File: config.mk
export PLATFORM = sky130hd
export DESIGN_NAME = pk_widen_sd
export DESIGN_NICKNAME = d
export VERILOG_FILES = /design/src/rtl/pk_widen_pkg.sv /design/src/rtl/pk_lzc.sv /design/src/rtl/pk_lane_cvt.sv /design/src/rtl/pk_fault_sel.sv /design/src/rtl/pk_widen_sd.sv
export SDC_FILE = /design/constraint.sdc
export NUM_CORES = 1
export LEC_CHECK = 0
export BUFFER_PORTS_ARGS = -buffer_cell sky130_fd_sc_hd__buf_2
export CAP_MARGIN = 30
export CORE_MARGIN = 2
export CORE_UTILIZATION = 45
export DETAILED_ROUTE_END_ITERATION = 6
export HOLD_SLACK_MARGIN = 0.03
export PLACE_DENSITY = 0.79
export SLEW_MARGIN = 20
export SYNTH_ARGS = -nofsm -noshare
export SYNTH_HDL_FRONTEND = slang
export SYNTH_SLANG_ARGS = --single-unit
File: constraint.sdc
create_clock -name clk_i -period 1.9 [get_ports clk_i]
set_input_delay 0.19 -clock clk_i [delete_from_list [all_inputs] [get_ports clk_i]]
set_output_delay 0.19 -clock clk_i [all_outputs]
set_load 0.01 [all_outputs]
File: src/rtl/pk_widen_pkg.sv
package pk_widen_pkg;
  localparam int SP_W     = 32;
  localparam int SP_EXP_W = 8;
  localparam int SP_FRC_W = 23;
  localparam int SP_BIAS  = 127;
  localparam int DP_W     = 64;
  localparam int DP_EXP_W = 11;
  localparam int DP_FRC_W = 52;
  localparam int DP_BIAS  = 1023;
  localparam int LANES    = 2;
  localparam int BIAS_ADJ = DP_BIAS - SP_BIAS;
  localparam int PAD_W    = DP_FRC_W - SP_FRC_W;

  // bit 0 invalid, bit 1 denormal
  typedef struct packed {
    logic den;
    logic inv;
  } fp_flags_t;
endpackage

File: src/rtl/pk_lzc.sv
module pk_lzc #(
  parameter int W  = 23,
  parameter int CW = $clog2(W + 1)
) (
  input  logic [W-1:0]  d_i,
  output logic [CW-1:0] cnt_o
);
  logic found;
  always_comb begin
    cnt_o = '0;
    found = 1'b0;
    for (int i = W - 1; i >= 0; i--) begin
      if (!found) begin
        if (d_i[i]) found = 1'b1;
        else        cnt_o = CW'(cnt_o + 1'b1);
      end
    end
  end
endmodule

File: src/rtl/pk_lane_cvt.sv
module pk_lane_cvt
  import pk_widen_pkg::*;
(
  input  logic [SP_W-1:0] sp_i,
  output logic [DP_W-1:0] dp_o,
  output fp_flags_t       flags_o
);
  localparam int LZ_W = $clog2(SP_FRC_W + 1);

  logic                sgn;
  logic [SP_EXP_W-1:0] exp_s;
  logic [SP_FRC_W-1:0] frc_s;
  logic [LZ_W-1:0]     lz;
  logic [SP_FRC_W-1:0] frc_sh;
  logic [SP_FRC_W-1:0] frc_norm;
  logic [DP_EXP_W-1:0] exp_norm;
  logic [DP_EXP_W-1:0] exp_den;

  assign sgn   = sp_i[SP_W-1];
  assign exp_s = sp_i[SP_W-2 -: SP_EXP_W];
  assign frc_s = sp_i[SP_FRC_W-1:0];

  pk_lzc #(.W(SP_FRC_W), .CW(LZ_W)) u_lzc (
    .d_i  (frc_s),
    .cnt_o(lz)
  );

  // drop the leading one after normalizing
  assign frc_sh   = frc_s << lz;
  assign frc_norm = {frc_sh[SP_FRC_W-2:0], 1'b0};
  assign exp_norm = DP_EXP_W'(exp_s) + DP_EXP_W'(BIAS_ADJ);
  assign exp_den  = DP_EXP_W'(BIAS_ADJ) - DP_EXP_W'(lz);

  always_comb begin
    flags_o = '0;
    if (exp_s == '1) begin
      if (frc_s == '0) begin
        dp_o = {sgn, {DP_EXP_W{1'b1}}, {DP_FRC_W{1'b0}}};
      end else begin
        dp_o        = {sgn, {DP_EXP_W{1'b1}}, 1'b1, frc_s[SP_FRC_W-2:0], {PAD_W{1'b0}}};
        flags_o.inv = ~frc_s[SP_FRC_W-1];
      end
    end else if (exp_s == '0) begin
      if (frc_s == '0) begin
        dp_o = {sgn, {(DP_W-1){1'b0}}};
      end else begin
        dp_o        = {sgn, exp_den, frc_norm, {PAD_W{1'b0}}};
        flags_o.den = 1'b1;
      end
    end else begin
      dp_o = {sgn, exp_norm, frc_s, {PAD_W{1'b0}}};
    end
  end
endmodule

File: src/rtl/pk_fault_sel.sv
module pk_fault_sel
  import pk_widen_pkg::*;
(
  input  fp_flags_t  flags_i,
  input  logic [1:0] mask_i,
  input  logic       ts_i,
  input  logic       os_xe_i,
  output logic       we_o,
  output logic       nm_o,
  output logic       xm_o,
  output fp_flags_t  flags_o
);
  logic unmasked;

  assign unmasked = |(flags_i & ~mask_i);
  assign nm_o     = ts_i;
  assign we_o     = ~ts_i & ~unmasked;
  assign xm_o     = ~ts_i & unmasked & os_xe_i;
  assign flags_o  = ts_i ? '0 : flags_i;
endmodule

File: src/rtl/pk_widen_sd.sv
module pk_widen_sd
  import pk_widen_pkg::*;
(
  input  logic                  clk_i,
  input  logic                  rst_ni,
  input  logic                  valid_i,
  input  logic [2*DP_W-1:0]     src_i,
  input  logic                  ts_i,
  input  logic                  os_xe_i,
  input  logic [1:0]            mask_i,
  output logic                  valid_o,
  output logic [LANES*DP_W-1:0] result_o,
  output logic                  we_o,
  output logic [1:0]            flags_o,
  output logic [1:0]            sticky_o,
  output logic                  fault_nm_o,
  output logic                  fault_xm_o
);
  localparam int RES_W = LANES * DP_W;

  logic [RES_W-1:0] res_c;
  fp_flags_t        lane_fl [LANES];
  fp_flags_t        fl_or;
  fp_flags_t        fl_eff;
  logic             we_c, nm_c, xm_c;

  for (genvar g = 0; g < LANES; g++) begin : g_lane
    pk_lane_cvt u_cvt (
      .sp_i   (src_i[g*SP_W +: SP_W]),
      .dp_o   (res_c[g*DP_W +: DP_W]),
      .flags_o(lane_fl[g])
    );
  end

  always_comb begin
    fl_or = '0;
    for (int i = 0; i < LANES; i++) fl_or = fl_or | lane_fl[i];
  end

  pk_fault_sel u_fsel (
    .flags_i(fl_or),
    .mask_i (mask_i),
    .ts_i   (ts_i),
    .os_xe_i(os_xe_i),
    .we_o   (we_c),
    .nm_o   (nm_c),
    .xm_o   (xm_c),
    .flags_o(fl_eff)
  );

  always_ff @(posedge clk_i or negedge rst_ni) begin
    if (!rst_ni) begin
      valid_o    <= 1'b0;
      result_o   <= '0;
      we_o       <= 1'b0;
      flags_o    <= '0;
      sticky_o   <= '0;
      fault_nm_o <= 1'b0;
      fault_xm_o <= 1'b0;
    end else begin
      valid_o    <= valid_i;
      we_o       <= valid_i & we_c;
      fault_nm_o <= valid_i & nm_c;
      fault_xm_o <= valid_i & xm_c;
      flags_o    <= valid_i ? fl_eff : '0;
      if (valid_i) sticky_o <= sticky_o | fl_eff;
      if (valid_i && !ts_i) result_o <= res_c;
    end
  end
endmodule

==> impl_metrics.json, run 1 <==
{
  "outcome": "aborted with a tool error",
  "stop_stage": "global routing",
  "first-error": "[ERROR GRT-0232] Routing congestion too high. Check the congestion heatmap in the GUI.",
  "synth.distinct_cells": 95,
  "grt_overflow_total": 6,
  "worst_endpoint_kind": "register data pin",
  "die_w_microns": 157,
  "clock-sinks": 76,
  "synth.largest_area_cell": "dfrtp_1",
  "synth_edf_count": 0,
  "cts-root-buf": "clkbuf_16",
  "cts_htree_levels": 3,
  "synthTopCellsByArea": "dfrtp_1 (18%), mux2i_1 (11%), nand2_1 (6.1%), a21oi_1 (5.9%), nor2_1 (5.6%)",
  "yosysMostFrequentCell": "nand2_1",
  "avgSynthCellArea_sq_um": 7.39,
  "initial_core_util": 0.453,
  "ys.warnings.count": 0,
  "synth_top_area_frac": 0.180,
  "netlist_top_cells_count": "nand2_1 (171), nor2_1 (156), a21oi_1 (124), mux2i_1 (111), o21ai_0 (98)",
  "portBuffers": 148,
  "place_ws_ns": -7.97,
  "numCtsBuffers": 9,
  "globalRouteTotalUtil": 0.605,
  "gp_congestion": 0.999,
  "cts_buffer_depth": 2,
  "dp_hpwl_microns": 31900,
  "io_pins": 271,
  "worst_endpoint": "result_o[46]$_DFFE_PN0P_/D",
  "ys_async_sr_fraction": 1.00,
  "fp.dieH_microns": 157,
  "synthFlopType": "dfrtp_1",
  "ys_seq_area_frac": 0.180,
  "grt_max_degree": 43,
  "num_rows": 56,
  "ys_ff_latch": 76,
  "netlist_area_sq_um": 10500,
  "netlist_instances": 1427
}
==> stage by stage <==
stage	cells	hold slack (ns)	TNS, ns	cell area [sq um]
2_1_floorplan	1484	-0.106	-410.09	11400
3_3_place_gp	2217	0.173	-440.95	14800
3_5_place_dp	2217	0.172	-458.89	14800
4_1_cts	2362	0.0368	-427.43	17200
==> routing by layer <==
layer  global-route usage  overflow
met1                0.609         0
met4                0.574         4
met3                0.436         0
met2                0.779         2
met5                0.234         0
==> kinds of logic after synthesis <==
kind of cell,after synthesis,synth area share
simple gates,567,0.264
compound gates,342,0.194
buf+inv,188,0.0911
mux,122,0.119
xor+xnor,85,0.0969
flops,76,0.180
fa+ha+maj,46,0.0532
other cells,1,0.000356
==> timing repair <==
action / in CTS
hold buffers: 2
gates resized for setup: 250
setup endpoints to repair: 68
gates cloned: 5
endpoints found under the hold margin: 35
pin swaps: 99
setup buffers: 131
==> run 2: changes to the inputs <==
--- a/config.mk
+++ b/config.mk
@@ -8,10 +8,9 @@
 export BUFFER_PORTS_ARGS = -buffer_cell sky130_fd_sc_hd__buf_2
 export CAP_MARGIN = 30
 export CORE_MARGIN = 2
-export CORE_UTILIZATION = 45
+export CORE_UTILIZATION = 30
 export DETAILED_ROUTE_END_ITERATION = 6
-export HOLD_SLACK_MARGIN = 0.03
-export PLACE_DENSITY = 0.79
+export PLACE_DENSITY_LB_ADDON = 0.15
 export SLEW_MARGIN = 20
 export SYNTH_ARGS = -nofsm -noshare
 export SYNTH_HDL_FRONTEND = slang
==> run 2 against run 1 <==
Compared with the run above: the flow now finishes, with violations (setup timing); synthesized cell count is the same; area after synthesis stayed put.
==> impl_metrics.json, run 2 <==
{
  "rr_endpoint": "result_o[112]",
  "crit_arrival_ns": 9.47,
  "grt_pass1_wl_microns": 66800,
  "ys_seq_area_frac": 0.180,
  "layout_common_cells": "buf_4 (438), nand2_1 (147), buf_2 (144)",
  "cts_htree_levels": 3,
  "netlist_area_sq_um": 10500,
  "vias": 12400,
  "dp_hpwl_microns": 33500,
  "timing.final.crit_share": 4.86,
  "portBuffers": 148,
  "grt_max_degree": 34,
  "fin_crit_ns": 9.23,
  "dr_wl_met2_microns": 18600,
  "hold_class": "primary input to register",
  "synthTopCellsByArea": "dfrtp_1 (18%), mux2i_1 (11%), nand2_1 (6.1%), a21oi_1 (5.9%), nor2_1 (5.6%)",
  "ys_async_sr_fraction": 1.00,
  "ant_nets": 0,
  "fp.dieH_microns": 191,
  "grt_setup_unrepaired": "true",
  "largestRegisters": "result_o: 68 flops, flags_o: 2 flops, sticky_o: 2 flops",
  "holdPathEnd": "valid_o",
  "drc": 0,
  "fill_cells": 3355,
  "whs_ns": 0.0224,
  "antenna_found_initial": 2,
  "netlist_top_cells_count": "nand2_1 (171), nor2_1 (156), a21oi_1 (124), mux2i_1 (111), o21ai_0 (98)",
  "gp_congestion": 0.912,
  "critical_path_peak_fanout": 6,
  "finalSetupTns_ns": -412.58,
  "wl_per_cell_microns": 17.4,
  "r2r_start": "result_o[112]",
  "critPathRequiredTime_ns": 2.14,
  "netSwitchingFraction": 0.380,
  "start_kind": "primary input",
  "area_delta_synth_final_pct": 63.3,
  "rrSetupSlack_ns": 1.03,
  "violations": "setup timing",
  "p_switching_mw": 2.62,
  "setup_slack_ns": -7.33,
  "initial_core_util": 0.305,
  "fmax_mhz": 108,
  "ir_drop_mv": 0.496,
  "detail_route.iter0.violations": 588,
  "finalSetupViolations": 68,
  "clock_skew_ns": 0,
  "numCtsBuffers": 9,
  "dieArea_sq_um": 36700,
  "outcome": "finished with violations",
  "multi_input_area_sq_um": 9460,
  "cts-root-buf": "clkbuf_16",
  "yosysMostFrequentCell": "nand2_1",
  "clk_pin_slew_ns": 0.07,
  "worstMarginPinSlew_ns": 0.518,
  "netlist_instances": 1427,
  "drt-met1-wl_microns": 21000,
  "crit_type": "primary input to register",
  "cp_common_cell": "ha_1",
  "routed.top_layer": "met5",
  "seq_area_sq_um": 1900,
  "globalRouteTotalUtil": 0.230,
  "synthFlopType": "dfrtp_1",
  "slew_headroom": 0.645,
  "vias_per_cell": 5.05,
  "antennaDiodeCount": 0,
  "layout_commonest_cell": "buf_4",
  "io_pins": 271,
  "drv_cap": 0,
  "rr_worst_depth": 1,
  "p_per_area_nw_per_um2": 401,
  "seqPwrFrac": 0.285,
  "ys_ff_latch": 76,
  "wirelength_microns": 42600,
  "grt_pass1_vias": 12200,
  "nNetsFinal": 2173,
  "min_from": "valid_i",
  "die_w_microns": 191,
  "endpoint_kind": "register",
  "synth.largest_area_cell": "dfrtp_1",
  "ys.warnings.count": 0,
  "synth_top_area_frac": 0.180,
  "slowest_stage": "or4_4",
  "cts_buffer_depth": 2,
  "cts_tree": "built",
  "hold_viol_final": 0,
  "combPwrFrac": 0.481,
  "max_flop_register": "result_o",
  "maxSlewViolCount": 0,
  "total_leakage_power_nw": 8.19,
  "p_int_mw": 4.28,
  "clock-sinks": 76,
  "dr.pass1.iters": 5,
  "power_frac_clock": 0.235,
  "whs_path_depth": 1,
  "grt_overflow_total": 0,
  "wl_met3_microns": 2350,
  "drive_gt1_frac": 0.477,
  "synth_edf_count": 0,
  "synth.distinct_cells": 95,
  "clock_latency_ns": 0.34,
  "largest_reg_flops": 68,
  "core_sq_um": 34500,
  "num_rows": 68,
  "slowest_delay_ns": 0.52,
  "avgSynthCellArea_sq_um": 7.39
}
-- run 2: worst max-delay path by stage --
stage / depth (start not counted) / startpoint / endpoint / slack (ns)
global route: 57 / src_i[19] / result_o[46] / -7.92
floorplan: 56 / src_i[22] / result_o[46] / -7.55
finish: 57 / src_i[19] / result_o[46] / -7.33
CTS: 57 / src_i[19] / result_o[46] / -7.26
global placement: 56 / src_i[22] / result_o[46] / -7.77
detailed placement: 59 / src_i[21] / result_o[46] / -8.00
-- run 2: per-stage QoR --
step / instance area (sq um) / setup slack [ns] / cells / util / power, mW
final: 17200 / -7.33 / 2457 / 0.499 / 6.90
after global routing: 17200 / -7.92 / 2457 / 0.499 / 7.32
after CTS: 16700 / -7.26 / 2443 / 0.483 / 6.75
after detailed placement: 15100 / -8.00 / 2374 / 0.437 / 4.82
after global placement: 15100 / -7.77 / 2374 / 0.437 / 4.80
after floorplan: 11400 / -7.55 / 1484 / - / 3.53
-- run 2: critical path, delay by kind of cell --
kind / cells / cell delay (ns)
xor+xnor: 2 / 0.50
simple gates: 20 / 2.61
compound gates: 16 / 2.23
mux: 6 / 1.00
buf+inv: 2 / 0.16
fa+ha+maj: 11 / 2.82
-- run 2: cell type report --
class | count | share of cell area
Sequential cell | 76 | 0.110
Inverter | 41 | 0.00981
Tap cell | 455 | 0.0330
Clock buffer | 10 | 0.0133
Timing Repair Buffer | 648 | 0.282
Multi-Input combinational cell | 1222 | 0.549
Clock inverter | 5 | 0.00225
-- run 2: per-layer routing --
metal | up-vias | global-route usage
li1 | 6110 | -
met1 | 5923 | 0.334
met2 | 339 | 0.358
met3 | 42 | 0.0349
met4 | 2 | 0.0444
met5 | - | 0
-- run 2: power groups by stage --
stage                     clock, mW  sequential, mW  combinational, mW
after floorplan                   0            2.03               1.50
after global placement            0            1.99               2.81
after detailed placement          0            1.99               2.82
after CTS                      1.65            1.97               3.14
after global routing           1.73            1.99               3.61
final                          1.62            1.96               3.32
-- run 2: logic make-up (layout without fill, tap and decap cells) --
kind of cell / after synthesis / in the layout / share of synthesized area
xor+xnor: 85 / 87 / 0.0969
buf+inv: 188 / 704 / 0.0911
compound gates: 342 / 342 / 0.194
fa+ha+maj: 46 / 46 / 0.0532
simple gates: 567 / 567 / 0.264
other cells: 1 / 58 / 0.000356
flops: 76 / 76 / 0.180
mux: 122 / 122 / 0.119
-- run 2: timing repair --
| action | in CTS | in global routing |
|---|---|---|
| setup endpoints to repair | 68 | 68 |
| endpoints found under the hold margin | 31 | 0 |
| cloned | 3 | 0 |
| hold buffers | 1 | 0 |
| pin swaps | 118 | 88 |
| gates resized for setup | 209 | 100 |
| buffers inserted | 54 | 21 |
Note: power is estimated with default switching activity, not from simulation.
==> run 3: changes to the inputs <==
--- a/config.mk
+++ b/config.mk
@@ -5,11 +5,11 @@
 export SDC_FILE = /design/constraint.sdc
 export NUM_CORES = 1
 export LEC_CHECK = 0
-export BUFFER_PORTS_ARGS = -buffer_cell sky130_fd_sc_hd__buf_2
 export CAP_MARGIN = 30
 export CORE_MARGIN = 2
 export CORE_UTILIZATION = 30
 export DETAILED_ROUTE_END_ITERATION = 6
+export DONT_BUFFER_PORTS = 1
 export PLACE_DENSITY_LB_ADDON = 0.15
 export SLEW_MARGIN = 20
 export SYNTH_ARGS = -nofsm -noshare
==> run 3 against run 2 <==
Compared with the run above: the run ends with hold timing, setup timing left; first-iteration DRC count increased by 13%; fmax down 1.0%; clock power is 8% higher; sequential share of layout area up 0.47 points; count of clock-buffer cells in the layout down 1; critical endpoint unchanged; largest cell class unchanged; highest routed layer is now met4.
==> impl_metrics.json, run 3 (synthesis results as in run 2) <==
{
  "outcome": "finished with violations",
  "violations": "hold timing, setup timing",
  "maxSlewViolCount": 0,
  "dr_wl_met2_microns": 19100,
  "seqPwrFrac": 0.320,
  "routed.top_layer": "met4",
  "initial_core_util": 0.305,
  "fmax_mhz": 107,
  "nNetsFinal": 2008,
  "netSwitchingFraction": 0.372,
  "cts_buffer_depth": 2,
  "crit_arrival_ns": 9.56,
  "ir_drop_mv": 0.641,
  "hold_viol_final": 76,
  "grt_pass1_vias": 11600,
  "slew_headroom": 0.428,
  "setup_slack_ns": -7.42,
  "dr.pass1.iters": 5,
  "grt_setup_unrepaired": "true",
  "finalSetupViolations": 68,
  "grt_overflow_total": 0,
  "power_frac_clock": 0.265,
  "cp_common_cell": "buf_4",
  "portBuffers": 0,
  "slowest_delay_ns": 0.53,
  "antenna_found_initial": 0,
  "drv_cap": 0,
  "drc": 0,
  "rrSetupSlack_ns": 0.93,
  "layout_commonest_cell": "buf_4",
  "utilization": 0.478,
  "clock_skew_ns": 0,
  "gp_congestion": 0.904,
  "whs_ns": -0.472,
  "vias": 12000,
  "largestRegisters": "result_o: 68 flops, flags_o: 2 flops, sticky_o: 2 flops",
  "critPathRequiredTime_ns": 2.13,
  "globalRouteTotalUtil": 0.226,
  "max_flop_register": "result_o",
  "fp.dieH_microns": 191,
  "dieArea_sq_um": 36700,
  "antennaDiodeCount": 0,
  "wl_met3_microns": 3180,
  "layout_common_cells": "buf_4 (385), nand2_1 (149), nor2_1 (134)",
  "core_sq_um": 34500,
  "num_rows": 68,
  "clock-sinks": 76,
  "crit_type": "primary input to register",
  "cts_tree": "built",
  "io_pins": 271,
  "p_int_mw": 4.15,
  "cts_hold_buf": 19,
  "place_ws_ns": -7.94,
  "total_leakage_power_nw": 7.53,
  "largest_reg_flops": 68,
  "ant_nets": 0,
  "slowest_stage": "or4b_4",
  "critical_path_peak_fanout": 8,
  "die_w_microns": 191,
  "combPwrFrac": 0.415,
  "p_switching_mw": 2.46,
  "drive_gt1_frac": 0.418,
  "worstMarginPinSlew_ns": 0.855,
  "fin_crit_ns": 9.32,
  "clk_pin_slew_ns": 0.08,
  "area_delta_synth_final_pct": 56.7,
  "detail_route.iter0.violations": 662,
  "grt_max_degree": 77,
  "power_mw": 6.61,
  "drt-met1-wl_microns": 20000,
  "clock_latency_ns": 0.34,
  "start_kind": "primary input",
  "hold_class": "primary input to asynchronous set/reset pin",
  "wirelength_microns": 43500,
  "dp_hpwl_microns": 32200,
  "p_per_area_nw_per_um2": 400,
  "timing.critical_path.buf_inv": 8,
  "endpoint_kind": "register",
  "cp_top_family": "compound AO/OA/AOI/OAI gates",
  "cts_htree_levels": 3,
  "fill_cells": 3362,
  "vias_per_cell": 5.23,
  "cts-root-buf": "clkbuf_16",
  "wl_per_cell_microns": 19.0,
  "timing.final.crit_share": 4.91,
  "grt_pass1_wl_microns": 65200,
  "numCtsBuffers": 9
}
## run 3: changes by cell type in the layout (fill, tap and decap cells not counted), sizes merged
cell | previous run | this run
dlygate4sd3 | 1 | 19
clkinv | 5 | 4
buf | 647 | 464
inv | 40 | 44
xnor2 | 50 | 49
clkbuf | 10 | 9
## run 3: final cells by class
cell class	count	area, sq um	share of cell area
flip-flops and latches	76	1900	0.115
well taps	455	569	0.0344
inverters	41	174	0.0105
clock inverters	7	65.1	0.00394
repair inverters	1	16.3	0.000984
multi-input cells	1221	9470	0.573
repair buffers	483	4110	0.248
clock buffers	9	225	0.0136
## run 3: metrics by stage
| stage | instances | hold WS, ns | area, sq um | setup TNS, ns |
|---|---|---|---|---|
| 6_report | 2293 | -0.472 | 16500 | -413.57 |
| 5_1_grt | 2293 | -0.495 | 16500 | -443.10 |
| 4_1_cts | 2261 | -0.489 | 15700 | -403.19 |
| 3_5_place_dp | 2154 | -0.104 | 13800 | -450.41 |
| 3_3_place_gp | 2154 | -0.104 | 13800 | -444.13 |
| 2_1_floorplan | 1484 | -0.106 | 11400 | -410.09 |
## run 3: power groups by stage
stage               Combinational (mW)  Sequential, mW  Clock (mW)
floorplan                         1.50            2.03           0
global placement                  2.12            2.15           0
detailed placement                2.13            2.15           0
CTS                               2.45            2.12        1.79
global route                      2.97            2.14        1.86
finish                            2.74            2.12        1.75
## run 3: what timing repair did
action	4_1_cts	5_1_grt
endpoints found under the hold margin	95	76
setup endpoints to repair	68	68
cloned	2	0
gates resized for setup	199	123
setup buffers	81	38
pin swaps	94	113
## run 3: final timing paths
check,cells after the start,endpoint,from
hold reg to reg,2,result_o[93],result_o[93]
setup / recovery,57,result_o[46],src_i[22]
max in group asynchronous,0,result_o[109],rst_ni
hold / removal,0,result_o[63],rst_ni
setup reg to reg,2,result_o[45],result_o[45]
min in group clk_i,2,result_o[117],src_i[56]
## run 3: worst register-to-register path: stages (launching register included)
cell	delay (ns)
dfrtp_1	0.47
a21oi_1	0.27
o21ai_1	0.10
## run 3: per-layer routing
metal | up-vias | GRT usage
li1 | 5783 | -
met1 | 5739 | 0.314
met2 | 393 | 0.347
met3 | 72 | 0.0540
met4 | 0 | 0.0624
met5 | - | 0
==> run 4: changes to the inputs <==
--- a/config.mk
+++ b/config.mk
@@ -5,6 +5,7 @@
 export SDC_FILE = /design/constraint.sdc
 export NUM_CORES = 1
 export LEC_CHECK = 0
+export ABC_AREA = 1
 export CAP_MARGIN = 30
 export CORE_MARGIN = 2
 export CORE_UTILIZATION = 30
==> run 4 against run 3 <==
Compared with the run above: largest power group unchanged; worst setup slack better by 1.4 ns; critical path depth rose by 15; via count increased by 8.4%; critical path type unchanged; clock skew did not move; combinational power increased by 2%; first-iteration DRC count is 13% higher; sequential power about the same; total power up 2.9%; global-route usage shrank 0.39 points; synthesized cell count rose by 28%; the flow still finishes with violations (hold timing, setup timing); largest cell class unchanged; clock power increased by 9%; wire length is 1.7% lower.
==> impl_metrics.json, run 4 <==
{
  "avgSynthCellArea_sq_um": 5.85,
  "grt_pass1_vias": 12000,
  "clk_pin_slew_ns": 0.08,
  "seq_area_sq_um": 1900,
  "yosysMostFrequentCell": "nand2_1",
  "largest_reg_flops": 68,
  "whs_ns": -0.483,
  "numCtsBuffers": 9,
  "dr_wl_met2_microns": 19100,
  "endpoint_kind": "register",
  "synth.distinct_cells": 55,
  "drv_cap": 0,
  "nNetsFinal": 2412,
  "netlist_area_sq_um": 10700,
  "violations": "hold timing, setup timing",
  "setup_slack_ns": -6.06,
  "crit_type": "primary input to register",
  "maxSlewViolCount": 0,
  "crit_arrival_ns": 8.18,
  "place_ws_ns": -6.60,
  "routed.top_layer": "met4",
  "cp_top_family": "simple AND/OR/NAND/NOR gates",
  "p_per_area_nw_per_um2": 406,
  "area_delta_synth_final_pct": 57.2,
  "total_leakage_power_nw": 8.78,
  "grt_setup_unrepaired": "true",
  "dieArea_sq_um": 37000,
  "fin_crit_ns": 7.96,
  "slew_headroom": 0.406,
  "cp_common_cell": "nand2_2",
  "largestRegisters": "result_o: 68 flops, flags_o: 2 flops, sticky_o: 2 flops",
  "finalSetupTns_ns": -369.79,
  "ant_nets": 0,
  "synth_edf_count": 0,
  "ir_drop_mv": 0.568,
  "timing.final.crit_share": 4.19,
  "fp.dieH_microns": 192,
  "ys_async_sr_fraction": 1.00,
  "netlist_top_cells_count": "nand2_1 (632), inv_1 (201), nand3_1 (177), nor2_1 (118), dfrtp_1 (76)",
  "critPathRequiredTime_ns": 2.13,
  "fmax_mhz": 126,
  "rr_worst_depth": 1,
  "grt_overflow_total": 0,
  "critical_path_peak_fanout": 8,
  "antenna_found_initial": 0,
  "layout_commonest_cell": "nand2_1",
  "grt_max_degree": 77,
  "r2r_start": "sticky_o[1]",
  "synthTopCellsByArea": "nand2_1 (22%), dfrtp_1 (18%), nand3_1 (8.3%), inv_1 (7.1%), ha_1 (4.7%)",
  "synth.largest_area_cell": "nand2_1",
  "layout_common_cells": "nand2_1 (535), buf_4 (376), inv_1 (176)",
  "multi_input_area_sq_um": 9170,
  "cts_htree_levels": 3,
  "num_rows": 69,
  "finalSetupViolations": 68,
  "vias_per_cell": 4.81,
  "antennaDiodeCount": 0,
  "ys_seq_area_frac": 0.179,
  "max_flop_register": "result_o",
  "rr_endpoint": "sticky_o[1]",
  "cts-root-buf": "clkbuf_16",
  "outcome": "finished with violations",
  "portBuffers": 0,
  "cts_buffer_depth": 2,
  "fill_cells": 3598,
  "slowest_delay_ns": 0.27,
  "core_sq_um": 35300,
  "clock_skew_ns": 0,
  "rrSetupSlack_ns": 1.06,
  "timing.critical_path.buf_inv": 14,
  "drt-met1-wl_microns": 19600,
  "detail_route.iter0.violations": 749,
  "io_pins": 271,
  "drive_gt1_frac": 0.407,
  "start_kind": "primary input",
  "dp_hpwl_microns": 33200,
  "cts_hold_buf": 9,
  "clock-sinks": 76,
  "wirelength_microns": 42800,
  "drc": 0,
  "synth_top_area_frac": 0.223,
  "wl_met3_microns": 3490,
  "synthFlopType": "dfrtp_1",
  "slowest_stage": "ha_1",
  "globalRouteTotalUtil": 0.222,
  "hold_viol_final": 76,
  "vias": 13000,
  "netlist_instances": 1822,
  "hold_class": "primary input to asynchronous set/reset pin",
  "dr.pass1.iters": 6,
  "cts_tree": "built",
  "worstMarginPinSlew_ns": 0.882,
  "ys.warnings.count": 0,
  "initial_core_util": 0.302,
  "wl_per_cell_microns": 15.8,
  "die_w_microns": 192,
  "clock_latency_ns": 0.35,
  "ys_ff_latch": 76,
  "gp_congestion": 0.905,
  "grt_pass1_wl_microns": 64800
}
==> run 4: cell types whose count changed in the layout (fill, tap and decap cells not counted), sizes merged, moves of 27 or more <==
cell | before | now
a21oi | 124 | 50
nor3 | 38 | 7
nand3 | 30 | 194
o21ai | 105 | 139
nand2 | 172 | 674
mux2i | 112 | 1
inv | 44 | 247
and3 | 28 | 1
xnor2 | 49 | 6
==> run 4: through the flow <==
stage	utilization	instances	instance area [sq um]	power, mW
after floorplan	-	1879	11400	3.42
after global placement	0.401	2608	14100	4.23
after detailed placement	0.401	2608	14100	4.24
after CTS	0.434	2659	15300	6.41
after global routing	0.474	2702	16700	7.22
final	0.474	2702	16700	6.80
==> run 4: worst max-delay path by stage <==
| stage | start | endpoint | cells past startpoint |
|---|---|---|---|
| 3_5_place_dp | src_i[53] | result_o[100] | 73 |
| 6_report | src_i[54] | result_o[100] | 72 |
| 4_1_cts | src_i[53] | result_o[114] | 77 |
| 5_1_grt | src_i[54] | result_o[111] | 75 |
| 3_3_place_gp | src_i[53] | result_o[100] | 68 |
| 2_1_floorplan | src_i[54] | result_o[122] | 74 |
==> run 4: repair_timing <==
action | in CTS | in global routing
setup endpoints to repair | 68 | 68
gates cloned | 3 | 1
pin swaps | 79 | 190
gates resized for setup | 140 | 249
setup buffers | 25 | 45
endpoints found under the hold margin | 85 | 76
==> run 4: area by class of cell <==
type / instances / share of cell area
multi-input cells: 1448 / 0.548
repair buffers: 450 / 0.226
flip-flops and latches: 76 / 0.114
inverters: 251 / 0.0595
well taps: 461 / 0.0344
clock buffers: 9 / 0.0134
clock inverters: 6 / 0.00523
repair inverters: 1 / 0.000374
==> run 4: cells by family (layout without fill, tap and decap cells) <==
kind of cell             Yosys count  count (layout)  share of synthesized area
buffers and inverters            356             717                      0.153
flip-flops                        76              76                      0.179
XOR/XNOR                          19              19                     0.0198
adder cells (fa/ha/maj)           40              40                     0.0470
AO/OA/AOI/OAI                    238             238                      0.124
AND/OR/NAND/NOR                 1091            1092                      0.477
other                              1              58                   0.000352
multiplexers                       1               1                   0.000940
==> run 4: per-layer routing <==
metal	GRT usage	vias to the layer above
met5	0	-
met4	0.0349	0
met3	0.0566	43
met2	0.350	376
met1	0.309	6023
li1	-	6557
==> run 4: where the power goes <==
part           leakage, nW  switching (mW)  total (mW)  internal, mW
sequential           0.924           0.296        2.11          1.81
combinational         7.70            1.52        2.80          1.28
clock                0.156           0.752        1.90          1.15
total                 8.78            2.57        6.80          4.23
